### src/rtl/ucode_pkg.sv
// Shared definitions for the microprogram sequencer: widths, jump-type
// codes, the control-word layout and the routine entry addresses.
// Assumes a 6-bit microaddress is enough to hold every routine.
package ucode_pkg;

    localparam int OP_W   = 6;
    localparam int UA_W   = 6;
    localparam int CTRL_W = 17;

    // Next-address selector carried by every microword
    typedef enum logic [2:0] {
        JT_NEXT     = 3'd0,
        JT_SPIN     = 3'd1,
        JT_FETCH    = 3'd2,
        JT_DISPATCH = 3'd3,
        JT_FEQZ     = 3'd4,
        JT_FNEZ     = 3'd5
    } jtype_e;

    // ALU operation select
    localparam logic [1:0] OP_FUNC = 2'd0;
    localparam logic [1:0] OP_ADD4 = 2'd1;
    localparam logic [1:0] OP_ADD  = 2'd2;
    localparam logic [1:0] OP_PASS = 2'd3;

    // Register select
    localparam logic [2:0] RS_RS   = 3'd0;
    localparam logic [2:0] RS_RT   = 3'd1;
    localparam logic [2:0] RS_RD   = 3'd2;
    localparam logic [2:0] RS_PC   = 3'd3;
    localparam logic [2:0] RS_LINK = 3'd4;

    // Immediate form select
    localparam logic [1:0] IX_SEXT = 2'd0;
    localparam logic [1:0] IX_UEXT = 2'd1;
    localparam logic [1:0] IX_SHL2 = 2'd2;
    localparam logic [1:0] IX_JTGT = 2'd3;

    // 17 datapath control lines, MSB first
    typedef struct packed {
        logic       ld_ir;
        logic [1:0] op_sel;
        logic       ld_a;
        logic       ld_b;
        logic       ld_ma;
        logic [2:0] reg_sel;
        logic       reg_wr;
        logic       en_reg;
        logic [1:0] ext_sel;
        logic       en_imm;
        logic       en_alu;
        logic       mem_wr;
        logic       en_mem;
    } ctrl_t;

    typedef struct packed {
        jtype_e jt;
        ctrl_t  ctl;
    } uword_t;

    // Routine entry addresses in the microcode store
    localparam int EA_FETCH = 0;
    localparam int EA_ALU   = 4;
    localparam int EA_ALUI  = 7;
    localparam int EA_LW    = 10;
    localparam int EA_SW    = 15;
    localparam int EA_BEQZ  = 20;
    localparam int EA_BNEZ  = 25;
    localparam int EA_J     = 30;
    localparam int EA_JR    = 32;
    localparam int EA_JAL   = 34;
    localparam int EA_JALR  = 38;
    localparam int EA_LAST  = 41;

endpackage

### src/rtl/ucode_dispatch.sv
// Opcode-group dispatch table: maps an opcode to the entry address of
// its microroutine. Unknown opcodes map to the fetch entry.
// Assumes OP_W is 6 (the patterns below are 6-bit).
module ucode_dispatch
    import ucode_pkg::*;
#(
    parameter int OPW = OP_W,
    parameter int UAW = UA_W
) (
    input  logic [OPW-1:0] opcode,
    output logic [UAW-1:0] entry
);

    // Select the routine entry for the opcode group
    always_comb begin
        casez (opcode)
            6'b000000: entry = UAW'(EA_ALU);
            6'b001???: entry = UAW'(EA_ALUI);
            6'b100011: entry = UAW'(EA_LW);
            6'b101011: entry = UAW'(EA_SW);
            6'b000100: entry = UAW'(EA_BEQZ);
            6'b000101: entry = UAW'(EA_BNEZ);
            6'b000010: entry = UAW'(EA_J);
            6'b000110: entry = UAW'(EA_JR);
            6'b000011: entry = UAW'(EA_JAL);
            6'b000111: entry = UAW'(EA_JALR);
            default:   entry = UAW'(EA_FETCH);
        endcase
    end

endmodule

### src/rtl/ucode_rom.sv
// Microcode store, built as combinational logic. Each word carries a
// jump type and 17 control lines. Addresses past the last routine hold
// an empty word that returns to fetch.
module ucode_rom
    import ucode_pkg::*;
#(
    parameter int UAW = UA_W
) (
    input  logic [UAW-1:0] addr,
    output uword_t         word
);

    function automatic ctrl_t rd2a(input logic [2:0] s);
        ctrl_t c = '0;
        c.reg_sel = s; c.en_reg = 1'b1; c.ld_a = 1'b1;
        return c;
    endfunction

    function automatic ctrl_t rd2b(input logic [2:0] s);
        ctrl_t c = '0;
        c.reg_sel = s; c.en_reg = 1'b1; c.ld_b = 1'b1;
        return c;
    endfunction

    function automatic ctrl_t rd2ma(input logic [2:0] s);
        ctrl_t c = '0;
        c.reg_sel = s; c.en_reg = 1'b1; c.ld_ma = 1'b1;
        return c;
    endfunction

    function automatic ctrl_t imm2b(input logic [1:0] x);
        ctrl_t c = '0;
        c.ext_sel = x; c.en_imm = 1'b1; c.ld_b = 1'b1;
        return c;
    endfunction

    function automatic ctrl_t imm2a(input logic [1:0] x);
        ctrl_t c = '0;
        c.ext_sel = x; c.en_imm = 1'b1; c.ld_a = 1'b1;
        return c;
    endfunction

    function automatic ctrl_t alu2r(input logic [1:0] op, input logic [2:0] s);
        ctrl_t c = '0;
        c.op_sel = op; c.en_alu = 1'b1; c.reg_sel = s; c.reg_wr = 1'b1;
        return c;
    endfunction

    function automatic ctrl_t alu2ma(input logic [1:0] op);
        ctrl_t c = '0;
        c.op_sel = op; c.en_alu = 1'b1; c.ld_ma = 1'b1;
        return c;
    endfunction

    function automatic ctrl_t mem2ir();
        ctrl_t c = '0;
        c.en_mem = 1'b1; c.ld_ir = 1'b1;
        return c;
    endfunction

    function automatic ctrl_t mem2r(input logic [2:0] s);
        ctrl_t c = '0;
        c.en_mem = 1'b1; c.reg_sel = s; c.reg_wr = 1'b1;
        return c;
    endfunction

    function automatic ctrl_t r2mem(input logic [2:0] s);
        ctrl_t c = '0;
        c.reg_sel = s; c.en_reg = 1'b1; c.mem_wr = 1'b1; c.en_mem = 1'b1;
        return c;
    endfunction

    function automatic uword_t uw(input jtype_e j, input ctrl_t c);
        uword_t w;
        w.jt = j; w.ctl = c;
        return w;
    endfunction

    // Decode the microaddress into its microword
    always_comb begin
        case (int'(addr))
            // fetch
            0:  word = uw(JT_NEXT,     rd2ma(RS_PC));
            1:  word = uw(JT_SPIN,     mem2ir());
            2:  word = uw(JT_NEXT,     rd2a(RS_PC));
            3:  word = uw(JT_DISPATCH, alu2r(OP_ADD4, RS_PC));
            // register ALU
            4:  word = uw(JT_NEXT,     rd2a(RS_RS));
            5:  word = uw(JT_NEXT,     rd2b(RS_RT));
            6:  word = uw(JT_FETCH,    alu2r(OP_FUNC, RS_RD));
            // immediate ALU
            7:  word = uw(JT_NEXT,     rd2a(RS_RS));
            8:  word = uw(JT_NEXT,     imm2b(IX_SEXT));
            9:  word = uw(JT_FETCH,    alu2r(OP_FUNC, RS_RT));
            // load
            10: word = uw(JT_NEXT,     rd2a(RS_RS));
            11: word = uw(JT_NEXT,     imm2b(IX_SEXT));
            12: word = uw(JT_NEXT,     alu2ma(OP_ADD));
            13: word = uw(JT_SPIN,     mem2r(RS_RT));
            14: word = uw(JT_FETCH,    '0);
            // store
            15: word = uw(JT_NEXT,     rd2a(RS_RS));
            16: word = uw(JT_NEXT,     imm2b(IX_SEXT));
            17: word = uw(JT_NEXT,     alu2ma(OP_ADD));
            18: word = uw(JT_SPIN,     r2mem(RS_RT));
            19: word = uw(JT_FETCH,    '0);
            // branch if zero
            20: word = uw(JT_NEXT,     rd2a(RS_RS));
            21: word = uw(JT_FNEZ,     '0);
            22: word = uw(JT_NEXT,     rd2a(RS_PC));
            23: word = uw(JT_NEXT,     imm2b(IX_SHL2));
            24: word = uw(JT_FETCH,    alu2r(OP_ADD, RS_PC));
            // branch if nonzero
            25: word = uw(JT_NEXT,     rd2a(RS_RS));
            26: word = uw(JT_FEQZ,     '0);
            27: word = uw(JT_NEXT,     rd2a(RS_PC));
            28: word = uw(JT_NEXT,     imm2b(IX_SHL2));
            29: word = uw(JT_FETCH,    alu2r(OP_ADD, RS_PC));
            // jump
            30: word = uw(JT_NEXT,     imm2a(IX_JTGT));
            31: word = uw(JT_FETCH,    alu2r(OP_PASS, RS_PC));
            // jump register
            32: word = uw(JT_NEXT,     rd2a(RS_RS));
            33: word = uw(JT_FETCH,    alu2r(OP_PASS, RS_PC));
            // jump and link
            34: word = uw(JT_NEXT,     rd2a(RS_PC));
            35: word = uw(JT_NEXT,     alu2r(OP_PASS, RS_LINK));
            36: word = uw(JT_NEXT,     imm2a(IX_JTGT));
            37: word = uw(JT_FETCH,    alu2r(OP_PASS, RS_PC));
            // jump and link register
            38: word = uw(JT_NEXT,     rd2a(RS_PC));
            39: word = uw(JT_NEXT,     alu2r(OP_PASS, RS_LINK));
            40: word = uw(JT_NEXT,     rd2a(RS_RS));
            41: word = uw(JT_FETCH,    alu2r(OP_PASS, RS_PC));
            default: word = uw(JT_FETCH, '0);
        endcase
    end

endmodule

### src/rtl/ucode_next.sv
// Next-address logic: picks the following microaddress from the jump
// type, the current address, the dispatch entry and the zero and busy
// flags. Unused jump-type codes behave as a return to fetch.
module ucode_next
    import ucode_pkg::*;
#(
    parameter int UAW = UA_W
) (
    input  jtype_e         jt,
    input  logic [UAW-1:0] upc,
    input  logic [UAW-1:0] entry,
    input  logic           zero,
    input  logic           busy,
    output logic [UAW-1:0] nxt
);

    localparam logic [UAW-1:0] FETCH_A = UAW'(EA_FETCH);

    logic [UAW-1:0] inc;

    // Sequential successor of the current address
    always_comb inc = upc + UAW'(1);

    // Select the next address by jump type
    always_comb begin
        case (jt)
            JT_NEXT:     nxt = inc;
            JT_SPIN:     nxt = busy ? upc : inc;
            JT_FETCH:    nxt = FETCH_A;
            JT_DISPATCH: nxt = entry;
            JT_FEQZ:     nxt = zero ? FETCH_A : inc;
            JT_FNEZ:     nxt = zero ? inc : FETCH_A;
            default:     nxt = FETCH_A;
        endcase
    end

endmodule

### src/rtl/ucode_sequencer.sv
// Microprogram sequencer top: the microprogram counter register, the
// microcode store, the dispatch table and the next-address logic.
// Assumes a synchronous active-low reset; ctrl is combinational from
// the registered microaddress.
module ucode_sequencer
    import ucode_pkg::*;
#(
    parameter int OPW = OP_W,
    parameter int UAW = UA_W
) (
    input  logic              clk,
    input  logic              rst_n,
    input  logic [OPW-1:0]    opcode,
    input  logic              zero,
    input  logic              busy,
    output logic [CTRL_W-1:0] ctrl,
    output logic [UAW-1:0]    uaddr
);

    localparam logic [UAW-1:0] FETCH_A = UAW'(EA_FETCH);

    logic [UAW-1:0] upc;
    logic [UAW-1:0] upc_nxt;
    logic [UAW-1:0] entry;
    uword_t         word;

    ucode_rom #(.UAW(UAW)) u_rom (
        .addr (upc),
        .word (word)
    );

    ucode_dispatch #(.OPW(OPW), .UAW(UAW)) u_disp (
        .opcode (opcode),
        .entry  (entry)
    );

    ucode_next #(.UAW(UAW)) u_next (
        .jt    (word.jt),
        .upc   (upc),
        .entry (entry),
        .zero  (zero),
        .busy  (busy),
        .nxt   (upc_nxt)
    );

    // Microprogram counter register
    always_ff @(posedge clk) begin
        if (!rst_n) upc <= FETCH_A;
        else        upc <= upc_nxt;
    end

    // Drive outputs from the current microword
    always_comb begin
        ctrl  = word.ctl;
        uaddr = upc;
    end

endmodule

### config.mk
export PLATFORM = sky130hd
export DESIGN_NAME = ucode_sequencer
export DESIGN_NICKNAME = d
export VERILOG_FILES = /design/src/rtl/ucode_pkg.sv /design/src/rtl/ucode_dispatch.sv /design/src/rtl/ucode_rom.sv /design/src/rtl/ucode_next.sv /design/src/rtl/ucode_sequencer.sv
export SDC_FILE = /design/constraint.sdc
export NUM_CORES = 1
export LEC_CHECK = 0
export ABC_AREA = 1
export BUFFER_PORTS_ARGS = -buffer_cell sky130_fd_sc_hd__buf_2
export CELL_PAD_IN_SITES_DETAIL_PLACEMENT = 0
export CELL_PAD_IN_SITES_GLOBAL_PLACEMENT = 1
export CORE_ASPECT_RATIO = 1.5
export CORE_UTILIZATION = 40
export CTS_CLUSTER_SIZE = 8
export DETAILED_ROUTE_END_ITERATION = 10
export PLACE_DENSITY_LB_ADDON = 0.1
export SLEW_MARGIN = 25
export SYNTH_ARGS = -nofsm -noshare
export SYNTH_HDL_FRONTEND = slang
export SYNTH_SLANG_ARGS = --single-unit
### constraint.sdc
create_clock -name clk -period 2.3 [get_ports clk]
set_input_delay 0.115 -clock clk [delete_from_list [all_inputs] [get_ports clk]]
set_output_delay 0.115 -clock clk [all_outputs]
set_load 0.02 [all_outputs]
==> results_dict.tcl, run 1 <==
set metrics [dict create \
    synth.net_count 311 \
    nets 358 \
    layout-drive-gt1-share 0.327 \
    grt_pass1_wl_um 8820 \
    max_freq_mhz 463 \
    drtAntennaViolNets 0 \
    reg2reg_depth 16 \
    powerDensity_mw_per_mm2 1100 \
    peakVddDrop_uv 499 \
    slew_viol_final 0 \
    grt_overflow_total 0 \
    ys_async_sr_fraction 0 \
    place_inst 397 \
    coreArea_mm2 0.00462 \
    r2r_slack_ps 140 \
    cpMostUsedCell "nand2_1" \
    wl_per_cell_um 13.9 \
    place_congestion 0.918 \
    clk_pin_slew_worst_paths_ps 90 \
    routed_via_density 5.10 \
    cap_violations 0 \
    busiest_layer "met2" \
    start_util 0.423 \
    leakagePower_nw 1.27 \
    wirelength_um 5610 \
    min_period_ps 2160 \
    grt_pass1_vias 2022 \
    worst_pin_slew_ps 313 \
    startpoint_type "register" \
    critical_path_buf_inv_count 4 \
    drt_iter0_drc 102 \
    use_met3 0.0251 \
    crit_slowest_cell "dfxtp_2" \
    status "finished clean" \
    seq_area_frac_synth 0.267 \
    min-delay-start "rst_n" \
    dieArea_mm2 0.00517 \
    vias 2056 \
    clock_skew_ps 8.17 \
    whs_endpoint "uaddr[0]" \
    final_cells 403 \
    antenna_found_initial 0 \
    rows 30 \
    dieHeight_um 87.6 \
    path_delay_family "simple AND/OR/NAND/NOR gates" \
    synthToLayoutAreaGrowth_pct 23.3 \
    critPathCaptureType "register" \
    die_width_um 59.0 \
    cp_data_required_time_ps 2480 \
    first_pass_iters 4 \
    final_common_cell "nand2_1" \
    synth.distinct_cells 33 \
    grt_max_degree 16 \
    synth-seq-cells 26 \
    ios 33 \
    placed_area_mm2 0.00226 \
    cts_root_buffer "clkbuf_8" \
    fin_ws_ps 139 \
    synth_ff_type "dfxtp_1" \
    slowest_delay_ps 340 \
    reg2reg_from "u_rom.word[17]" \
    worstPathArrival_ps 2340 \
    n_fill_cell 510 \
    cts_tree "done" \
    fin_crit_sh 0.939 \
    hold_viol_final 0 \
    htreeDepth 1 \
    relSlewSlack 0.790 \
    track_usage 0.225 \
    yosysWarnings 0 \
    hp-class "in -> reg" \
    pre_cts_slack_ps 49.2 \
    synth-edff-count 0 \
    worstPathCellList "inv_4, nand2_2, a31oi_4, buf_4, nand2_1, nand3_1, nand2_2, nor2_4, buf_4, ha_1, inv_2, nor2_4, nand2_1, o21ai_0, nand2_1, o21ai_0" \
    critPathKind "reg -> reg" \
    syn_area_mm2 0.00195 \
    max-clock-path-buffers 2 \
    met1_usage 0.233 \
    grt_util_met2 0.429 \
    worstHoldPathCells 3 \
    syn_inst 293 \
    dpl.hpwl_um 4390 \
    worstPathMaxFanout 4 \
    final_area_mm2 0.00241 \
    final_cell_mix "nand2_1 (88), buf_2 (32), nand3_1 (29), inv_1 (25), dfxtp_1 (24)" \
    n_antenna_cell 0 \
    setup_violations 0 \
    drc 0 \
    clock_sinks 26 \
    insertion_delay_ps 290 \
    regToRegEndpoint "u_rom.word[17]" \
    synth.avg_cell_area_um2 6.66 \
    port_buffers 32 \
    cts_buffers 3 \
]
what timing repair did:
item	CTS	global route
hold buffers	0	0
gates resized for setup	0	22
setup endpoints to repair	0	15
hold endpoints to repair	0	0
buffers inserted	0	2
worst min-delay path: cells and delay by family:
| family | cells | cell delay, ps |
|---|---|---|
| and+or+nand+nor | 1 | 120 |
| buffers and inverters | 2 | 180 |
metrics by stage:
stage / hold slack (ps) / setup TNS [ps] / total power (W) / utilization
global placement: 474 / 0 / 0.00223 / 0.489
detailed placement: 463 / 0 / 0.00221 / 0.489
finish: 161 / 0 / 0.00265 / 0.521
global route: 207 / -27.6 / 0.00285 / 0.521
floorplan: 454 / 0 / 0.00176 / -
CTS: 175 / 0 / 0.00253 / 0.501
cells in the mapped netlist (3+ instances only):
| master | instances | area [um^2] |
|---|---|---|
| inv_1 | 28 | 105 |
| o211ai_1 | 4 | 30.0 |
| a21oi_1 | 6 | 30.0 |
| buf_4 | 3 | 22.5 |
| dfxtp_1 | 26 | 521 |
| nor2_1 | 18 | 67.6 |
| nand3_4 | 3 | 52.6 |
| nand2_4 | 3 | 33.8 |
| inv_2 | 9 | 33.8 |
| o21ai_0 | 13 | 65.1 |
| nand3_2 | 4 | 40.0 |
| nor2_2 | 4 | 25.0 |
| nand4_1 | 12 | 75.1 |
| nand3_1 | 30 | 150 |
| nor2_4 | 5 | 56.3 |
| nand2_1 | 90 | 338 |
| nand2_2 | 8 | 50.1 |
| ha_1 | 8 | 100 |
cells by family (layout without fill, tap and decap cells):
group / after synthesis / after routing / share of synthesized area
DFF: 26 / 26 / 0.267
AOI/OAI and AO/OA: 30 / 30 / 0.0949
adders and majority gates: 8 / 8 / 0.0513
buffers and inverters: 44 / 90 / 0.0942
and+or+nand+nor: 185 / 185 / 0.493
per-layer routing:
metal	part of all wire	routed length (um)
met1	0.38	2130
met2	0.53	2990
met3	0.041	232
met4	0.046	256
met5	0	0
worst max path at each step:
stage | endpoint | slack, ps | depth (start not counted) | start
after global placement | u_rom.word[18] | 50 | 14 | u_rom.word[17]
after global routing | u_rom.word[13] | -20 | 19 | u_rom.word[17]
final | u_rom.word[17] | 140 | 16 | u_rom.word[17]
after floorplan | u_rom.word[18] | 140 | 15 | u_rom.word[17]
after detailed placement | u_rom.word[18] | 50 | 14 | u_rom.word[17]
after CTS | u_rom.word[18] | 20 | 14 | u_rom.word[17]
state kept, by name (all words and copies together) (netlist names):
| name | cells |
|---|---|
| uaddr | 6 |
| u_rom.word | 20 |
where the power goes:
group	switching, W	total (W)	internal (W)
logic	0.00110	0.00169	0.000588
clock network	0.000155	0.000308	0.000154
registers	0.0000618	0.000658	0.000596
total	0.00132	0.00265	0.00134
final cells by class:
cell class / instances / area (um^2) / share of cell area
inverters: 39 / 159 / 0.0660
repair buffers: 47 / 277 / 0.115
clock buffers: 4 / 55.1 / 0.0229
well taps: 64 / 80.1 / 0.0333
flip-flops and latches: 26 / 523 / 0.217
multi-input cells: 223 / 1310 / 0.546
Power figures use the tool's default switching activity.
==> inputs of run 2 (changes only) <==
SETUP_SLACK_MARGIN = 0.3   (was unset)
SKIP_LAST_GASP = 1   (was unset)
==> run 2 against run 1 <==
Flip-flop and latch count unchanged. Clock power decreased by 3%. Non-clock buffer count increased by 13.
==> results_dict.tcl, run 2 (synthesized netlist as in run 1, its figures left out) <==
set metrics [dict create \
    place_congestion 0.890 \
    max_freq_mhz 470 \
    wirelength_um 5810 \
    vias 2140 \
    cts_tree "done" \
    critPathKind "reg -> reg" \
    max-clock-path-buffers 2 \
    leakagePower_nw 1.36 \
    insertion_delay_ps 280 \
    final_cell_mix "nand2_1 (84), buf_2 (32), nand3_1 (28), buf_4 (25), inv_1 (24)" \
    drtAntennaViolNets 0 \
    busiest_layer "met2" \
    track_usage 0.229 \
    cp-endpoint "u_rom.word[18]" \
    first_pass_iters 5 \
    worstPathArrival_ps 2340 \
    met1_usage 0.238 \
    powerDensity_mw_per_mm2 1090 \
    place_inst 392 \
    r2r_slack_ps 170 \
    dieHeight_um 87.6 \
    regToRegEndpoint "u_rom.word[18]" \
    p_int_w 0.00147 \
    hp-class "in -> reg" \
    reg2reg_from "uaddr[1]" \
    rows 30 \
    drt_iter0_drc 98 \
    pwr-share-seq 0.238 \
    worst_pin_slew_ps 341 \
    coreArea_mm2 0.00462 \
    p_clk_frac 0.105 \
    n_antenna_cell 0 \
    critPathLaunch "uaddr[1]" \
    use_met3 0.0177 \
    critPathCaptureType "register" \
    largest_register_ffs 20 \
    cts_root_buffer "clkbuf_8" \
    status "finished clean" \
    port_buffers 32 \
    rsz0062_at_grt "true" \
    comb_power_share 0.657 \
    drc 0 \
    hold_buffers 0 \
    routed_via_density 5.14 \
    switching_share 0.486 \
    nets 371 \
    min_period_ps 2130 \
    layout-drive-gt1-share 0.406 \
    relSlewSlack 0.773 \
    dpl.hpwl_um 4420 \
    slew_viol_final 0 \
    setup_violations 0 \
    clk_pin_slew_worst_paths_ps 90 \
    final_common_cell "nand2_1" \
    fin_crit_sh 0.926 \
    hold_viol_final 0 \
    htreeDepth 1 \
    grt_overflow_total 0 \
    startpoint_type "register" \
    grt_max_degree 16 \
    grt_pass1_wl_um 8910 \
    grt_util_met2 0.452 \
    cap_violations 0 \
    cp_data_required_time_ps 2510 \
    min-delay-start "rst_n" \
    reg2reg_depth 13 \
    setup_tns_ps 0 \
    die_width_um 59.0 \
    start_util 0.423 \
    peakVddDrop_uv 471 \
    synthToLayoutAreaGrowth_pct 34.0 \
    final_cells 416 \
    cts_buffers 3 \
    dieArea_mm2 0.00517 \
    grt_pass1_vias 1984 \
    wl_per_cell_um 14.0 \
    antenna_found_initial 0 \
    ios 33 \
    p_switching_w 0.00138 \
    clock_skew_ps 5.08 \
    worstPathMaxFanout 5 \
    clock_sinks 26 \
]
[run 2: cell type report]
| type | instances | area, um^2 |
|---|---|---|
| Multi-Input combinational cell | 223 | 1380 |
| Fill cell | 479 | 2000 |
| Sequential cell | 26 | 531 |
| Timing Repair Buffer | 60 | 404 |
| Clock buffer | 4 | 55.1 |
| Tap cell | 64 | 80.1 |
| Inverter | 39 | 164 |
[run 2: power groups by stage]
stage	clock (W)	combinational (W)	sequential (W)
finish	0.000300	0.00187	0.000678
global route	0.000331	0.00204	0.000697
CTS	0.000310	0.00171	0.000667
detailed placement	0	0.00157	0.000675
global placement	0	0.00158	0.000676
floorplan	0	0.000984	0.000837
[run 2: what timing repair did]
action	4_1_cts	5_1_grt
gates resized for setup	21	20
pin swaps	22	12
buffers inserted	8	11
endpoints found under the setup margin	16	19
hold endpoints to repair	0	0
gates cloned	0	1
[run 2: through the flow]
step                      instance area (um^2)  hold WS [ps]  setup WS [ps]  power [W]   util
final                                     2620           350            171    0.00285  0.567
after global routing                      2620           370           64.4    0.00307  0.567
after CTS                                 2450           357            188    0.00269  0.531
after detailed placement                  2280           530           83.8    0.00224  0.493
after global placement                    2280           530           77.8    0.00226  0.493
after floorplan                           2000           454            326    0.00182      -
[run 2: critical path, stage by stage, from the launching register on]
cell	delay, ps
dfxtp_4	370
ha_2	330
a22oi_2	60
nand2_1	70
o21ai_2	50
or2_4	260
inv_4	90
ha_4	130
nand4_1	230
nand2_1	160
nand2_2	70
nand2_1	70
nand2_1	60
a21oi_2	100
[run 2: layer usage]
layer / routed length [um] / up-vias
met3: 151 / 18
met2: 3220 / 53
met4: 224 / 0
met1: 2220 / 1001
li1: - / 1068
met5: 0 / -
[run 2: how the worst min path moves through the flow]
stage          slack, ps  cells after the start        to
3_5_place_dp         530                      1   ctrl[2]
5_1_grt              370                      4  uaddr[0]
2_1_floorplan        450                      0   ctrl[0]
6_report             350                      4  uaddr[0]
4_1_cts              360                      4  uaddr[0]
3_3_place_gp         530                      1  ctrl[15]
==> inputs of run 3 (changes only) <==
--- a/constraint.sdc
+++ b/constraint.sdc
@@ -3,2 +3,2 @@
 set_output_delay 0.115 -clock clk [all_outputs]
-set_load 0.02 [all_outputs]
+set_load 0.1 [all_outputs]
==> run 3 against run 2 <==
Fmax about the same. Highest routed layer unchanged. Utilization fell by 0.22 points. Via count is 0.70% lower. Worst hold slack better by 19 ps. Register-to-register slack about the same. Sequential share of layout area is 0.51 points higher.
==> results_dict.tcl, run 3 (synthesized netlist as in run 1, its figures left out) <==
set metrics [dict create \
    critPathKind "reg -> reg" \
    final_common_cell "nand2_1" \
    peakVddDrop_uv 786 \
    ios 33 \
    worstPathArrival_ps 2330 \
    place_congestion 0.879 \
    final_cell_mix "nand2_1 (83), buf_2 (32), nand3_1 (28), buf_4 (24), inv_1 (23)" \
    antenna_found_initial 0 \
    cap_violations 0 \
    clock_sinks 26 \
    min-delay-start "rst_n" \
    worstPathMaxFanout 4 \
    crit_cells 15 \
    grt_pass1_wl_um 9230 \
    fin_crit_sh 0.926 \
    vias 2125 \
    htreeDepth 1 \
    cts_buffers 3 \
    setup_violations 0 \
    drc 0 \
    critPathCaptureType "register" \
    whs_ps 370 \
    critPathLaunch "u_rom.word[17]" \
    routed_via_density 5.13 \
    grt_pass1_vias 2050 \
    coreArea_mm2 0.00462 \
    setup_tns_ps 0 \
    status "finished clean" \
    n_antenna_cell 0 \
    startpoint_type "register" \
    layout-drive-gt1-share 0.411 \
    critical_path_buf_inv_count 2 \
    worst_pin_slew_ps 489 \
    slowest_delay_ps 370 \
    fin_ws_ps 171 \
    cp_data_required_time_ps 2500 \
    largest_register_ffs 20 \
    reg2reg_from "u_rom.word[17]" \
    reg2reg_depth 15 \
    hold_viol_final 0 \
    wl_per_cell_um 13.9 \
    min_period_ps 2130 \
    crit_slowest_cell "dfxtp_4" \
    regToRegEndpoint "u_rom.word[18]" \
    leakagePower_nw 1.35 \
    dpl.hpwl_um 4450 \
    wirelength_um 5740 \
    worstPathCellList "inv_6, nand2_4, a31oi_4, a22oi_2, nand2_1, o21ai_1, or2_4, inv_4, ha_4, nand4_1, nand2_1, nand2_2, nand2_2, nand2_1, a21oi_2" \
    slew_viol_final 0 \
    path_delay_family "simple AND/OR/NAND/NOR gates" \
    die_width_um 59.0 \
    cp-endpoint "u_rom.word[18]" \
    drt_iter0_drc 76 \
    grt_overflow_total 0 \
    synthToLayoutAreaGrowth_pct 33.5 \
    start_util 0.423 \
    relSlewSlack 0.676 \
    drtAntennaViolNets 0 \
    worstHoldPathCells 3 \
    hold_buffers 0 \
    r2r_slack_ps 170 \
    hp-class "in -> reg" \
    rsz0062_at_grt "true" \
    nets 369 \
    rows 30 \
    dieHeight_um 87.6 \
    port_buffers 32 \
    cts_root_buffer "clkbuf_8" \
    clk_pin_slew_worst_paths_ps 90 \
    dieArea_mm2 0.00517 \
    track_usage 0.234 \
    max-clock-path-buffers 2 \
    fin_util 0.564 \
    clock_skew_ps 3.81 \
    powerDensity_mw_per_mm2 1390 \
    cpMostUsedCell "nand2_1" \
    grt_max_degree 16 \
    pre_cts_slack_ps 128 \
    cts_tree "done" \
    first_pass_iters 4 \
    max_freq_mhz 470 \
    insertion_delay_ps 260 \
]
==> run 3: changes by cell type in the layout (fill, tap and decap cells not counted), sizes merged <==
cell    change
buf         -1
clkbuf      -1
==> run 3: per-layer routing <==
layer  vias to the layer above  wire (um)  GRT usage
met1                       976       2170      0.251
met5                         -          0          0
met2                        67       3170      0.439
li1                       1067          -          -
met3                        15        176     0.0192
met4                         0        224      0.126
==> run 3: worst min path at each step <==
stage,to,slack (ps)
CTS,uaddr[0],340
finish,uaddr[0],370
floorplan,uaddr[4],480
global placement,uaddr[0],610
global route,uaddr[0],390
detailed placement,uaddr[0],620
==> run 3: tightest hold or removal path, cell delays in order <==
cell and delay, ps:
buf_2 90, inv_1 170, nor2_1 210
==> run 3: final cells by class <==
type / instances / area, um^2
Timing Repair Buffer: 58 / 363
Tap cell: 64 / 80.1
Inverter: 39 / 166
Clock buffer: 4 / 55.1
Multi-Input combinational cell: 223 / 1400
Fill cell: 464 / 2010
Sequential cell: 26 / 542
==> run 3: timing repair <==
| item | in CTS | in global routing |
|---|---|---|
| endpoints found under the setup margin | 13 | 19 |
| gates resized for setup | 16 | 22 |
| buffers inserted | 9 | 8 |
| pin swaps | 13 | 12 |
==> run 3: metrics by stage <==
stage	instances	total power (W)	cell area, um^2
6_report	414	0.00363	2610
5_1_grt	414	0.00384	2610
4_1_cts	406	0.00349	2480
3_5_place_dp	393	0.00306	2310
3_3_place_gp	393	0.00308	2310
2_1_floorplan	293	0.00262	2030
==> run 3: power by group <==
part / switching [W] / leakage, nW / internal [W]
sequential: 0.0000841 / 0.218 / 0.000611
combinational: 0.00194 / 1.11 / 0.000700
clock: 0.000140 / 0.0288 / 0.000153
